--- config.mk ---
export PLATFORM = sky130hd
export DESIGN_NAME = skew_estimator
export DESIGN_NICKNAME = d
export VERILOG_FILES = /design/src/rtl/skew_pkg.sv /design/src/rtl/skew_frame_capture.sv /design/src/rtl/skew_lms_lane.sv /design/src/rtl/skew_settle_ctrl.sv /design/src/rtl/skew_estimator.sv
export SDC_FILE = /design/constraint.sdc
export NUM_CORES = 1
export LEC_CHECK = 0
export ABC_AREA = 1
export ABC_CLOCK_PERIOD_IN_PS = 7550
export BUFFER_PORTS_ARGS = -buffer_cell sky130_fd_sc_hd__buf_4
export CAP_MARGIN = 5
export CORE_MARGIN = 10
export CORE_UTILIZATION = 50
export CTS_CLUSTER_DIAMETER = 200
export CTS_CLUSTER_SIZE = 8
export DETAILED_ROUTE_END_ITERATION = 7
export PLACE_DENSITY = 0.72
export SLEW_MARGIN = 20
export SYNTH_ARGS = -nofsm -noshare
export SYNTH_HDL_FRONTEND = slang
export SYNTH_HIERARCHICAL = 1
export SYNTH_SLANG_ARGS = --single-unit
--- constraint.sdc ---
create_clock -name clk -period 7.55 [get_ports clk]
set_input_delay 1.1325 -clock clk [delete_from_list [all_inputs] [get_ports clk]]
set_output_delay 1.1325 -clock clk [all_outputs]
set_load 0.01 [all_outputs]
--- src/rtl/skew_pkg.sv ---
package skew_pkg;
  typedef enum logic [1:0] {
    TAG_CH1 = 2'd0,
    TAG_CH2 = 2'd1,
    TAG_CH3 = 2'd2,
    TAG_CH4 = 2'd3
  } chan_tag_e;

  localparam int NUM_LANES = 3;
  localparam int LANE_CH2  = 0;
  localparam int LANE_CH3  = 1;
  localparam int LANE_CH4  = 2;
endpackage

--- src/rtl/skew_frame_capture.sv ---
module skew_frame_capture
  import skew_pkg::*;
#(
  parameter int DATA_W = 12
) (
  input  logic                   clk,
  input  logic                   rst,
  input  logic                   in_valid,
  input  logic [1:0]             in_chan,
  input  logic [DATA_W-1:0]      in_data,
  output logic [3:0][DATA_W-1:0] frame_q,
  output logic                   upd
);
  logic       good_q;
  logic [1:0] next_tag_q;

  assign upd = in_valid && (in_chan == TAG_CH1) && good_q && (next_tag_q == TAG_CH1);

  always_ff @(posedge clk) begin
    if (rst) begin
      good_q     <= 1'b0;
      next_tag_q <= TAG_CH1;
      frame_q    <= '0;
    end else if (in_valid) begin
      if (in_chan == TAG_CH1) begin
        frame_q[0] <= in_data;
        good_q     <= 1'b1;
        next_tag_q <= TAG_CH2;
      end else if (good_q && (in_chan == next_tag_q)) begin
        frame_q[in_chan] <= in_data;
        next_tag_q       <= next_tag_q + 2'd1;
      end else begin
        good_q <= 1'b0;
      end
    end
  end
endmodule

--- src/rtl/skew_lms_lane.sv ---
module skew_lms_lane #(
  parameter int DATA_W  = 12,
  parameter int EST_W   = 16,
  parameter int FRAC    = 14,
  parameter int SHIFT_W = 4
) (
  input  logic                     clk,
  input  logic                     rst,
  input  logic                     en,
  input  logic signed [DATA_W-1:0] prev_s,
  input  logic signed [DATA_W-1:0] mid_s,
  input  logic signed [DATA_W-1:0] next_s,
  input  logic [SHIFT_W-1:0]       shift,
  output logic signed [EST_W-1:0]  est
);
  localparam int DW    = DATA_W + 2;
  localparam int SUM_W = ((EST_W > DW) ? EST_W : DW) + 1;
  localparam logic signed [SUM_W-1:0] POS_LIM = SUM_W'(1) << (FRAC - 1);
  localparam logic signed [SUM_W-1:0] NEG_LIM = -POS_LIM;

  logic signed [DATA_W:0]   lead, trail, lead_abs, trail_abs;
  logic signed [DW-1:0]     imbal;
  logic signed [SUM_W-1:0]  imbal_x, step, sum;

  always_comb begin
    lead      = {mid_s[DATA_W-1], mid_s} - {prev_s[DATA_W-1], prev_s};
    trail     = {next_s[DATA_W-1], next_s} - {mid_s[DATA_W-1], mid_s};
    lead_abs  = lead[DATA_W]  ? -lead  : lead;
    trail_abs = trail[DATA_W] ? -trail : trail;
    imbal     = {lead_abs[DATA_W], lead_abs} - {trail_abs[DATA_W], trail_abs};
    imbal_x   = {{(SUM_W-DW){imbal[DW-1]}}, imbal};
    step      = imbal_x >>> shift;
    sum       = {{(SUM_W-EST_W){est[EST_W-1]}}, est} + step;
  end

  always_ff @(posedge clk) begin
    if (rst) begin
      est <= '0;
    end else if (en) begin
      if (sum > POS_LIM)      est <= POS_LIM[EST_W-1:0];
      else if (sum < NEG_LIM) est <= NEG_LIM[EST_W-1:0];
      else                    est <= sum[EST_W-1:0];
    end
  end
endmodule

--- src/rtl/skew_settle_ctrl.sv ---
module skew_settle_ctrl #(
  parameter int CNT_W = 12
) (
  input  logic             clk,
  input  logic             rst,
  input  logic             upd,
  input  logic [CNT_W-1:0] limit,
  output logic             locked
);
  logic [CNT_W-1:0] cnt_q;
  logic [CNT_W:0]   cnt_nx;

  assign cnt_nx = {1'b0, cnt_q} + {{CNT_W{1'b0}}, 1'b1};

  always_ff @(posedge clk) begin
    if (rst) begin
      cnt_q  <= '0;
      locked <= 1'b0;
    end else if (upd) begin
      if (!cnt_nx[CNT_W]) cnt_q <= cnt_nx[CNT_W-1:0];
      if (cnt_nx >= {1'b0, limit}) locked <= 1'b1;
    end
  end
endmodule

--- src/rtl/skew_estimator.sv ---
module skew_estimator
  import skew_pkg::*;
#(
  parameter int DATA_W  = 12,
  parameter int EST_W   = 16,
  parameter int FRAC    = 14,
  parameter int SHIFT_W = 4,
  parameter int CNT_W   = 12
) (
  input  logic               clk,
  input  logic               rst,
  input  logic               in_valid,
  input  logic [1:0]         in_chan,
  input  logic [DATA_W-1:0]  in_data,
  input  logic [SHIFT_W-1:0] step_shift,
  input  logic [CNT_W-1:0]   settle_limit,
  output logic [EST_W-1:0]   skew_ch2,
  output logic [EST_W-1:0]   skew_ch3,
  output logic [EST_W-1:0]   skew_ch4,
  output logic               ref_locked
);
  logic [3:0][DATA_W-1:0] frame_q;
  logic                   upd;
  logic [DATA_W-1:0]      tap_prev [NUM_LANES];
  logic [DATA_W-1:0]      tap_mid  [NUM_LANES];
  logic [DATA_W-1:0]      tap_next [NUM_LANES];
  logic [EST_W-1:0]       est_a    [NUM_LANES];

  skew_frame_capture #(.DATA_W(DATA_W)) u_cap (
    .clk(clk), .rst(rst), .in_valid(in_valid), .in_chan(in_chan),
    .in_data(in_data), .frame_q(frame_q), .upd(upd)
  );

  skew_settle_ctrl #(.CNT_W(CNT_W)) u_settle (
    .clk(clk), .rst(rst), .upd(upd), .limit(settle_limit), .locked(ref_locked)
  );

  // Neighbour taps: channel 3 sits between two channel-1 samples,
  // channels 2 and 4 lean on channel 3 as one neighbour.
  always_comb begin
    tap_prev[LANE_CH2] = frame_q[0];
    tap_mid [LANE_CH2] = frame_q[1];
    tap_next[LANE_CH2] = frame_q[2];
    tap_prev[LANE_CH3] = frame_q[0];
    tap_mid [LANE_CH3] = frame_q[2];
    tap_next[LANE_CH3] = in_data;
    tap_prev[LANE_CH4] = frame_q[2];
    tap_mid [LANE_CH4] = frame_q[3];
    tap_next[LANE_CH4] = in_data;
  end

  for (genvar gi = 0; gi < NUM_LANES; gi++) begin : g_lane
    logic lane_en;
    if (gi == LANE_CH3) begin : g_ref
      assign lane_en = upd;
    end else begin : g_dep
      assign lane_en = upd && ref_locked;
    end
    skew_lms_lane #(
      .DATA_W(DATA_W), .EST_W(EST_W), .FRAC(FRAC), .SHIFT_W(SHIFT_W)
    ) u_lane (
      .clk(clk), .rst(rst), .en(lane_en),
      .prev_s(tap_prev[gi]), .mid_s(tap_mid[gi]), .next_s(tap_next[gi]),
      .shift(step_shift), .est(est_a[gi])
    );
  end

  assign skew_ch2 = est_a[LANE_CH2];
  assign skew_ch3 = est_a[LANE_CH3];
  assign skew_ch4 = est_a[LANE_CH4];
endmodule

Word level (Yosys, flattened, before mapping)
Index checks and enable logic that the tools add are counted.
{"block": "op_classes", "n_addsub": 20, "order_cmp": 9, "eq_ne": 2, "shifts": 3, "n_mux": 21, "bitwise_logic": 2, "reduce_logical": 14}
{"op": "16-bit 2-to-1 mux", "count": 6}
{"op": "13-bit 2-to-1 mux", "count": 6}
{"op": "13-bit negation", "count": 6}
{"op": "12-bit by 12-bit subtractor with 13-bit output", "count": 6}
{"op": "17-bit adder", "count": 3}
{"op": "17-bit by 15-bit greater-than comparator with 1-bit output (second input constant)", "count": 3}
{"op": "17-bit by 14-bit less-than comparator with 1-bit output (second input constant)", "count": 3}
{"op": "14-bit by 4-bit >>> shifter with 17-bit output", "count": 3}
{"op": "48-bit bitwise mux", "count": 1}
{"op": "13-bit by 13-bit subtractor with 14-bit output", "count": 3}
{"op": "12-bit 2-to-1 mux", "count": 3}
{"op": "12-bit demux with 2-bit select", "count": 1}
{"op": "12-bit by 1-bit adder with 13-bit output (second input constant)", "count": 1}
{"op": "13-bit by 12-bit greater-or-equal comparator with 1-bit output", "count": 1}
{"op": "2-bit AND reduction", "count": 4}
{"op": "1-bit logical AND", "count": 6}
{"op": "2-bit zero test", "count": 2}
{"op": "2-bit 2-to-1 mux", "count": 2}
{"op": "2-bit by 3-bit less-than comparator with 1-bit output (second input constant)", "count": 1}
{"op": "3-bit AND reduction", "count": 1}
{"op": "2-bit by 1-bit adder with 2-bit output (second input constant)", "count": 1}
{"op": "2-bit == test", "count": 1}
{"op": "2-bit by 1-bit greater-or-equal comparator with 1-bit output (second input constant)", "count": 1}
{"op": "1-bit 2-to-1 mux", "count": 2}
{"op": "other kinds (3)", "count": 4}
{"block": "word_totals", "register_bits": 112, "in_bits": 33, "out_inout_bits": 49, "wordCells": 82}

Depth between registers and ports, before layout
Gate-level depths: netlist (run 1).
{"block": "logic_depth", "ltp_word": 9, "ltp_mapped": 48, "ltp_nobuf": 47}

Modules after synthesis
Netlist (run 1), hierarchy kept.
{"module": "skew_lms_lane (g_lane[2].u_lane)", "n_inst": 1, "cells_per_inst": 852, "area_each_um2": 4740.8, "seq_area_each_um2": 320.3}
{"module": "skew_lms_lane (g_lane[0].u_lane)", "n_inst": 1, "cells_per_inst": 853, "area_each_um2": 4732.0, "seq_area_each_um2": 320.3}
{"module": "skew_lms_lane (g_lane[1].u_lane)", "n_inst": 1, "cells_per_inst": 855, "area_each_um2": 4712.0, "seq_area_each_um2": 320.3}
{"module": "skew_frame_capture", "n_inst": 1, "cells_per_inst": 321, "area_each_um2": 2160.8, "seq_area_each_um2": 1021.0}
{"module": "skew_settle_ctrl", "n_inst": 1, "cells_per_inst": 161, "area_each_um2": 1093.5, "seq_area_each_um2": 260.2}
{"module": "skew_estimator", "n_inst": 1, "cells_per_inst": 2, "area_each_um2": 7.5, "seq_area_each_um2": 0.0}

Worst setup path after synthesis (run 1)
No wires, ideal clock.
{"block": "synth_path", "path_kind": "in2reg", "from": "in in_data[0]", "to": "reg g_lane[1].u_lane.est[0]", "setup_time_ns": 0.070, "arrival_time_ns": 6.133, "required_ns": 7.480, "path_slack_ns": 1.347, "stages": 45, "n_path_buf": 1, "path_cell_list": "inv_1 > ha_1 > fa_1 > o21ai_2 > nand2_1 > a21oi_1 > o21ai_1 > a22oi_4 > inv_2 > nand2_1 > nand3_1 > nand2_1 > inv_1 > ha_1 > inv_1 > o21ai_0 > nand3_1 > nand2_1 > (+9 left out) > nand2_1 > ha_1 > inv_1 > fa_1 > inv_1 > nand3_1 > nand3_1 > nand2_1 > nand2_1 > nand3_1 > nand2_1 > nand2_1 > nand2_1 > nand4_1 > nand3_2 > buf_6 > nand3_1 > a21oi_1"}
{"block": "synth_via", "elab_chain_len": 9, "word_cells_on_any_way": 10, "classes_between": "4 x add/sub; 2 x order compare; 1 x shift; 3 x mux"}
{"item": "from (decl)", "line": "skew_estimator.sv:14", "source": "input logic [DATA_W-1:0] in_data,"}
{"item": "12-bit by 12-bit subtractor with 13-bit output *", "line": "skew_lms_lane.sv:27", "source": "trail = {next_s[DATA_W-1], next_s} - {mid_s[DATA_W-1], mid_s};"}
{"item": "13-bit negation", "line": "skew_lms_lane.sv:29", "source": "trail_abs = trail[DATA_W] ? -trail : trail;"}
{"item": "13-bit 2-to-1 mux *", "line": "skew_lms_lane.sv:29"}
{"item": "13-bit by 13-bit subtractor with 14-bit output *", "line": "skew_lms_lane.sv:30", "source": "imbal = {lead_abs[DATA_W], lead_abs} - {trail_abs[DATA_W], trail_abs};"}
{"item": "14-bit by 4-bit >>> shifter with 17-bit output *", "line": "skew_lms_lane.sv:32", "source": "step = imbal_x >>> shift;"}
{"item": "17-bit adder *", "line": "skew_lms_lane.sv:33", "source": "sum = {{(SUM_W-EST_W){est[EST_W-1]}}, est} + step;"}
{"item": "17-bit by 14-bit less-than comparator with 1-bit output", "line": "skew_lms_lane.sv:41", "source": "else if (sum < NEG_LIM) est <= NEG_LIM[EST_W-1:0];"}
{"item": "16-bit 2-to-1 mux", "line": "skew_lms_lane.sv:41"}
{"item": "16-bit 2-to-1 mux *", "line": "skew_lms_lane.sv:40", "source": "if (sum > POS_LIM) est <= POS_LIM[EST_W-1:0];"}
{"item": "to (signal assigned)", "line": "skew_lms_lane.sv:40"}
{"item": "to (signal assigned)", "line": "skew_lms_lane.sv:41"}
{"item": "to (signal assigned)", "line": "skew_lms_lane.sv:42", "source": "else est <= sum[EST_W-1:0];"}
{"item": "to (decl)", "line": "skew_lms_lane.sv:14", "source": "output logic signed [EST_W-1:0] est"}
Mark *: on every way between the ends. The rest lies on a longest branch, timed or not.
A chain may end at the register's enable or synchronous reset.

Worst setup path after layout (run 1)
{"block": "layout_path", "from": "in in_data[0]", "to": "reg g_lane[1].u_lane.est[11]"}
Same word-level chain as after synthesis.

==> qor_table.md, run 1 <==
| Item | This run |
|---|---|
| Setup_tns | 0 ns |
| Finish-stage setup viols | 0 |
| Number of global-route vias before repair | 17562 |
| Storage cell area | 2240 um^2 |
| Routed vias/inst | 5.24 |
| ANT nets after route | 0 |
| Count of boundary I/O pins | 82 |
| Syn. warnings | 6 |
| Clock Tree Buf Depth | 2 |
| Post-CTS clock slew at the launch and capture registers of the worst setup and hold paths | 0.09 ns |
| Final WL | 48.1 mm |
| Number of CTS-inserted buffers | 9 |
| Combinational Power Share | 71.2% |
| Leading cell types in the layout, fill and taps excluded | 903 x sky130_fd_sc_hd__nand2_1, 504 x sky130_fd_sc_hd__inv_1, 289 x sky130_fd_sc_hd__nand3_1, 244 x sky130_fd_sc_hd__a21oi_1, 243 x sky130_fd_sc_hd__nor2_1 |
| Average wire per cell in the routed design | 13.6 um |
| Post-synthesis sequential element count | 112 |
| Final number of max-transition violations | 0 |
| Reported max-cap violation count | 0 |
| Total placed cells including tap cells | 3522 |
| Result of the run | finished, final reports clean |
| DP HPWL | 39.7 mm |
| Die Span X | 207 um |
| Pin count of the biggest net entering global routing | 58 |
| Crit path top cell by count | sky130_fd_sc_hd__nand2_1 |
| Commonest non-fill, non-tap cell in the layout | sky130_fd_sc_hd__nand2_1 |
| Syn avg cell area | 5.73 um^2 |
| Share of post-route cells with drive strength above 1 | 6.99% |
| Number of hold violations in the final report | 0 |
| Gr ovfl total | 0 |
| Total clock sinks | 112 |
| Initial antenna violation count | 0 |
| Sequential cell fraction of total power | 15.6% |
| Total power density per cell area | 207 nW/um^2 |
| Number of H-tree levels | 3 |
| Clock insertion delay at the later pin of the skew report | 0.39 ns |
| Leakage power total | 0.0103 uW |
| DRC violation total after the first TritonRoute iteration | 1305 |
| Fmax | 148 MHz |
| Sequential share of the synthesized area | 12.9% |
| Overall track demand over capacity in global routing | 22.7% |
| Fill cell count | 3620 |
| Root Buffer Master | sky130_fd_sc_hd__clkbuf_16 |
| WP data required | 7.86 ns |
| Initial standard-cell utilization of the core | 50.6% |
| Prevailing post-synth register cell | sky130_fd_sc_hd__dfxtp_1 |
| Post-synth ARST share | 0% |
| Slowest cell on the critical path | sky130_fd_sc_hd__fa_1 |
| First-pass GRT wire length | 81.8 mm |
| Synthesized net count | 3268 |
| Die H | 207 um |
| Area Overhead vs Synth | 7.12% |
| Switching pwr | 2110 uW |
| Vias after detailed routing | 18563 |
| DR DRC count | 0 |
| Actual transition at the worst max-transition pin | 0.942 ns |
| Input/output buffers | 81 |
| Number of different library cells in the post-synthesis netlist | 50 |
| Worst hold slack | 0.485 ns |
| Setup repair after global routing missed its margin | false |
| Gate count of the mapped netlist | 3044 |
| Data arrival time of the critical path | 7.07 ns |
| EDFF count, synth | 0 |
| Post-CTS Hold Buffers | 0 |
| Largest fanout on the critical path | 13 |
| Sort of element at the end of the critical path | register |
| Antenna cells | 0 |
| Final worst path period share | 89.5% |
| Fin nets | 3309 |
| VDD IR max | 139 uV |
| Internal Power | 1770 uW |
| Setup CP Type | input pin to register |
| Clock tree from TritonCTS | yes |
| Clock share of power | 13.2% |
| Post-synthesis cell area | 17400 um^2 |
| Post-Layout Cell Count | 3545 |
| Normalized max-slew margin | 37.2% |
| Drt pass-1 iters | 6 |
| Full die area | 42800 um^2 |
| Final critical-path required period | 6.76 ns |
| Worst hold path type | register to register |
| CP max stage delay | 0.42 ns |
| Switching part of the total | 54.4% |
| Crit start category | input pin |
| Placement row count | 68 |
| Standard cell core area | 34500 um^2 |
| Layout Skew | 0.0178 ns |
| Multi-input logic area | 12900 um^2 |
| Gpl congestion | 0.953 |
logic make-up (layout without fill, tap and decap cells):
family                   Yosys count  in the layout  synth area share [%]
XOR/XNOR                         136            136                  6.87
multiplexers                       1              1                0.0574
AND/OR/NAND/NOR                 1603           1603                  39.4
adder cells (fa/ha/maj)          191            191                  14.2
flip-flops                       112            112                  12.9
AO/OA/AOI/OAI                    413            413                  13.3
buffers and inverters            588            634                  13.3
metrics by stage:
stage / util, % / setup slack (ns) / power [uW] / instance area [um^2]
6_report: 54.2 / 0.791 / 3880 / 18700
3_3_place_gp: 53.1 / 0.603 / 3300 / 18300
5_1_grt: 54.2 / 0.0640 / 4340 / 18700
3_5_place_dp: 53.1 / 0.326 / 3330 / 18300
4_1_cts: 54.0 / 0.661 / 3860 / 18600
2_1_floorplan: - / 1.35 / 2830 / 17400
sequential cells by signal, summed over array words and instances (netlist names):
| register | count |
|---|---|
| u_settle/locked | 1 |
| u_settle/cnt_q | 12 |
| u_cap/next_tag_q | 2 |
| u_cap/frame_q | 48 |
| g_lane.u_lane/est | 48 |
| u_cap/good_q | 1 |
worst max-delay path: cells and delay by family:
kind,cells,cell delay (ns)
xor+xnor,2,0.36
compound gates,6,1.08
fa+ha+maj,5,1.54
buf+inv,5,0.47
simple gates,20,2.33
mux,1,0.13
final timing paths:
path                          start                        to  slack (ns)  depth (start not counted)
setup / recovery         in_data[0]  g_lane[1].u_lane/est[11]        0.79                         39
setup reg to reg  u_cap/frame_q[24]  g_lane[1].u_lane/est[11]        0.85                         41
hold reg to reg     u_settle/locked           u_settle/locked        0.48                          2
hold / removal      u_settle/locked           u_settle/locked        0.48                          2
power by group through the flow:
stage                     Sequential [uW]  Combinational, uW  Clock [uW]
after floorplan                       615               2220           0
after global placement                617               2680           0
after detailed placement              618               2720           0
after CTS                             604               2730         528
after global routing                  605               3180         548
final                                 604               2760         513
per-layer routing:
metal  vias up  wire (um)  GRT usage (%)
met2       382      22200           39.0
li1       9779          -              -
met4         0       1060           6.57
met5         -          0              0
met3        63       2340           2.56
met1      8339      22500           29.4
final cells by class:
type,instances,area share [%]
clock buffers,9,1.21
clock inverters,7,0.455
inverters,528,10.6
multi-input cells,2344,69.1
flip-flops and latches,112,12.0
well taps,455,3.05
repair buffers,90,3.62
timing repair:
action | 4_1_cts | 5_1_grt
buffers inserted | 0 | 7
setup endpoints to repair | 0 | 27
gates resized for setup | 0 | 7
cells in the mapped netlist, types with 7 or more instances:
library cell               instances  area (um^2)
sky130_fd_sc_hd__a21boi_0         10         75.1
sky130_fd_sc_hd__a21o_1           11         82.6
sky130_fd_sc_hd__a21oi_1         244         1220
sky130_fd_sc_hd__a21oi_2           8         70.1
sky130_fd_sc_hd__buf_1             8         30.0
sky130_fd_sc_hd__buf_2            19         95.1
sky130_fd_sc_hd__buf_6            11          124
sky130_fd_sc_hd__clkbuf_1         21         78.8
sky130_fd_sc_hd__dfxtp_1         112         2240
sky130_fd_sc_hd__fa_1             12          240
sky130_fd_sc_hd__ha_1            179         2240
sky130_fd_sc_hd__inv_1           504         1890
sky130_fd_sc_hd__inv_2            21         78.8
sky130_fd_sc_hd__nand2_1         905         3400
sky130_fd_sc_hd__nand2_2          27          169
sky130_fd_sc_hd__nand3_1         289         1450
sky130_fd_sc_hd__nand3_2          10          100
sky130_fd_sc_hd__nand3b_1         27          203
sky130_fd_sc_hd__nand4_1          40          250
sky130_fd_sc_hd__nor2_1          243          912
sky130_fd_sc_hd__nor2_2            9         56.3
sky130_fd_sc_hd__nor3_1           27          135
sky130_fd_sc_hd__o211ai_1         11         82.6
sky130_fd_sc_hd__o21ai_0          83          415
sky130_fd_sc_hd__o21ai_1          12         60.1
sky130_fd_sc_hd__o21ai_2           9         78.8
sky130_fd_sc_hd__o21bai_1          7         52.6
sky130_fd_sc_hd__or2_2             8         50.1
sky130_fd_sc_hd__xnor2_1          38          333
sky130_fd_sc_hd__xor2_1           97          850
No activity file was read; power rests on OpenSTA's default activity.
==> inputs of run 2 (changes only) <==
- GPL_TIMING_DRIVEN: default -> 1
- SYNTH_HIERARCHICAL: 1 -> default
==> run 2 against run 1 <==
Maximum frequency shrank 1.6%. Critical endpoint is now g_lane[1].u_lane.est[10]. Die area decreased by 5.0%. Area after synthesis fell by 5.5%. Largest cell class unchanged. Critical path depth increased by 3. Sequential power about the same. Register-to-register slack got worse by 0.13 ns. Sequential share of layout area rose by 0.66 points.
==> qor_table.md, run 2 <==
| Item | This run | Change |
|---|---|---|
| Result of the run | finished, final reports clean |  |
| Setup repair after global routing missed its margin | false |  |
| Data arrival time of the critical path | 7.17 ns | +0.10 ns |
| Crit start category | input pin |  |
| Share of post-route cells with drive strength above 1 | 5.85% | -1.1 points |
| DR DRC count | 0 | unchanged |
| Setup_tns | 0 ns | unchanged |
| VDD IR max | 159 uV | +14% |
| Die Span X | 202 um | -2.5% |
| Syn avg cell area | 5.84 um^2 | +2.0% |
| Vias after detailed routing | 17750 | -4.4% |
| Post-synthesis sequential element count | 112 | unchanged |
| Normalized max-slew margin | 31.4% | -5.8 points |
| Post-route setup slack | 0.685 ns | -0.107 ns |
| Synthesized net count | 3044 | -6.9% |
| CP max stage delay | 0.41 ns | about the same |
| DP HPWL | 39.6 mm | -0.40% |
| Area after detailed placement | 17400 um^2 | -5.0% |
| Die H | 202 um | -2.5% |
| Kind of cell adding the most delay to the critical path | simple AND/OR/NAND/NOR gates |  |
| Initial standard-cell utilization of the core | 50.7% | about the same |
| Total clock sinks | 112 | unchanged |
| Largest fanout on the critical path | 13 | unchanged |
| Gate count of the mapped netlist | 2820 | -7.4% |
| Pin count of the biggest net entering global routing | 59 | +1.7% |
| Share of the core filled with cells in the final layout | 54.4% | +0.17 points |
| Number of resized instances in the post-cts repair step | 0 | unchanged |
| Final WL | 47.6 mm | -1.2% |
| Post-synth ARST share | 0% | unchanged |
| Actual transition at the worst max-transition pin | 1.03 ns | +0.0861 ns |
| Input/output buffers | 81 | unchanged |
| Placement row count | 66 | -2.9% |
| Sequential cell fraction of total power | 14.9% | -0.7 points |
| Clock Tree Buf Depth | 2 | unchanged |
| Post-placement setup slack | 0.403 ns | +0.0779 ns |
| Sequential share of the synthesized area | 13.6% | +0.75 points |
| Registers with the most flip-flops | g_lane.u_lane.est: 48 flops, u_cap.frame_q: 48 flops, u_settle.cnt_q: 12 flops |  |
| Clock tree from TritonCTS | yes |  |
| Sort of element at the end of the critical path | register |  |
| Final number of max-transition violations | 0 | unchanged |
| Number of global-route vias before repair | 16365 | -6.8% |
| Final critical-path required period | 6.87 ns | +0.107 ns |
| Count of boundary I/O pins | 82 | unchanged |
| Clock share of power | 13.0% | -0.2 points |
| Layout Skew | 0.0190 ns | +0.00113 ns |
| Routed vias/inst | 5.38 | +2.8% |
| Gr ovfl total | 0 | unchanged |
| Number of H-tree levels | 3 | unchanged |
| Average wire per cell in the routed design | 14.4 um | +6.2% |
| Non-Filler Cell Area, Final | 17700 um^2 | -5.3% |
| Gpl congestion | 0.958 | +0.51% |
| Worst hold path type | register to register |  |
| Final worst path period share | 90.9% | +1.4 points |
| Number of different library cells in the post-synthesis netlist | 51 | +2.0% |
| Fin nets | 3075 | -7.1% |
| Slowest cell on the critical path | sky130_fd_sc_hd__fa_1 |  |
| ANT nets after route | 0 | unchanged |
| DRC violation total after the first TritonRoute iteration | 1146 | -12% |
| Area Overhead vs Synth | 7.42% |  |
| Commonest non-fill, non-tap cell in the layout | sky130_fd_sc_hd__nand2_1 |  |
| Most area-hungry cell type in the Yosys netlist | sky130_fd_sc_hd__nand2_1 |  |
| Internal Power | 1810 uW | +2.4% |
| WP data required | 7.86 ns | about the same |
| Number of hold violations in the final report | 0 | unchanged |
| Total power density per cell area | 228 nW/um^2 | +10% |
| Prevailing post-synth register cell | sky130_fd_sc_hd__dfxtp_1 |  |
| Full die area | 40600 um^2 | -5.0% |
| Syn. warnings | 0 | -6 |
| Dominant cells by area after synthesis | sky130_fd_sc_hd__nand2_1 19%, sky130_fd_sc_hd__dfxtp_1 14%, sky130_fd_sc_hd__ha_1 14% |  |
| Root Buffer Master | sky130_fd_sc_hd__clkbuf_16 |  |
| Post-synthesis cell area | 16500 um^2 | -5.5% |
| Fmax | 146 MHz | -1.6% |
| Worst hold slack | 0.473 ns | -0.0115 ns |
| Finish-stage setup viols | 0 | unchanged |
| First-pass GRT wire length | 79.1 mm | -3.3% |
| Reported max-cap violation count | 0 | unchanged |
| Top cell type's share of synthesized area | 18.6% | -0.84 points |
| Number of buffer and inverter stages on the critical path | 6 | +1 |
| Standard cell core area | 32500 um^2 | -5.6% |
| Leading cell types in the layout, fill and taps excluded | 817 x sky130_fd_sc_hd__nand2_1, 398 x sky130_fd_sc_hd__inv_1, 265 x sky130_fd_sc_hd__a21oi_1, 260 x sky130_fd_sc_hd__nand3_1, 202 x sky130_fd_sc_hd__nor2_1 |  |
| Cell with the most instances after synthesis | sky130_fd_sc_hd__nand2_1 |  |
| Crit path top cell by count | sky130_fd_sc_hd__nand2_1 |  |
| EDFF count, synth | 0 | unchanged |
| Combinational Power Share | 72.1% | +0.9 points |
| Setup Fix Bufs, Post-CTS | 0 | unchanged |
| Post-CTS clock slew at the launch and capture registers of the worst setup and hold paths | 0.08 ns | about the same |
| Post-CTS Hold Buffers | 0 | unchanged |
| Switching pwr | 2230 uW | +5.7% |
| Switching part of the total | 55.2% | +0.79 points |
| Setup CP Type | input pin to register |  |
| Clock insertion delay at the later pin of the skew report | 0.39 ns | about the same |
| Drt pass-1 iters | 6 | unchanged |
| Initial antenna violation count | 1 | +1 |
| Top cells by instance count after synthesis | 818 x sky130_fd_sc_hd__nand2_1, 398 x sky130_fd_sc_hd__inv_1, 265 x sky130_fd_sc_hd__a21oi_1 |  |
| Leakage power total | 0.00937 uW | -9.5% |
| Overall track demand over capacity in global routing | 22.8% | +0.13 points |
| Number of CTS-inserted buffers | 9 | unchanged |
run 2: cell types whose count changed after synthesis, moves of 9 or more:
| cell | before | now |
|---|---|---|
| sky130_fd_sc_hd__a21oi_1 | 244 | 265 |
| sky130_fd_sc_hd__nand3_1 | 289 | 260 |
| sky130_fd_sc_hd__nand2_2 | 27 | 15 |
| sky130_fd_sc_hd__inv_1 | 504 | 398 |
| sky130_fd_sc_hd__nor3_1 | 27 | 18 |
| sky130_fd_sc_hd__inv_2 | 21 | 9 |
| sky130_fd_sc_hd__nor2_1 | 243 | 202 |
| sky130_fd_sc_hd__a31oi_1 | 2 | 11 |
| sky130_fd_sc_hd__o21ai_0 | 83 | 148 |
| sky130_fd_sc_hd__clkbuf_1 | 21 | 50 |
| sky130_fd_sc_hd__nand2_1 | 905 | 818 |
| sky130_fd_sc_hd__buf_2 | 19 | 6 |
run 2: tightest hold or removal path, stage by stage (launching register included):
cell and delay [ns]:
sky130_fd_sc_hd__dfxtp_1 0.32, sky130_fd_sc_hd__nand2_1 0.06, sky130_fd_sc_hd__a21oi_1 0.06
run 2: per-layer routing:
layer	GRT usage [%]	up-vias	wire (um)
met5	0	-	0
met4	5.99	0	918
met3	3.05	55	2220
met2	38.6	398	21800
met1	29.8	8050	22600
li1	-	9247	-
run 2: power by group through the flow:
stage	clock, uW	sequential, uW	combinational (uW)
2_1_floorplan	0	615	2300
3_3_place_gp	0	616	2840
3_5_place_dp	0	616	2860
4_1_cts	535	602	2880
5_1_grt	559	603	3320
6_report	525	602	2910
run 2: logic make-up (layout without fill, tap and decap cells):
| logic type | Yosys count | in the layout | synth area share, % |
|---|---|---|---|
| flops | 112 | 112 | 13.6 |
| fa+ha+maj | 191 | 191 | 15.0 |
| buf+inv | 475 | 511 | 11.1 |
| compound gates | 498 | 498 | 16.5 |
| simple gates | 1406 | 1406 | 36.4 |
| xor+xnor | 138 | 138 | 7.38 |
| other cells | 0 | 1 | 0 |
run 2: layout make-up:
cell class              count  area [um^2]
clock inverters             7         86.3
repair buffers             87          653
well taps                 442          553
fillers                  3463        14800
flip-flops and latches    112         2240
multi-input cells        2233        12400
clock buffers               9          225
inverters                 408         1530
diodes                      1         2.50
run 2: worst paths after layout:
path                        from                        to  slack, ns  cells past startpoint
max                   in_data[0]  g_lane[1].u_lane.est[10]       0.68                     42
min reg2reg  u_cap.next_tag_q[0]       u_cap.next_tag_q[0]       0.47                      2
min          u_cap.next_tag_q[0]       u_cap.next_tag_q[0]       0.47                      2
max reg2reg    u_cap.frame_q[25]  g_lane[1].u_lane.est[10]       0.72                     40
run 2: through the flow:
stage | power [uW] | std cells
final | 4040 | 3299
after global routing | 4480 | 3298
after CTS | 4010 | 3298
after detailed placement | 3480 | 3282
after global placement | 3450 | 3282
after floorplan | 2910 | 2820
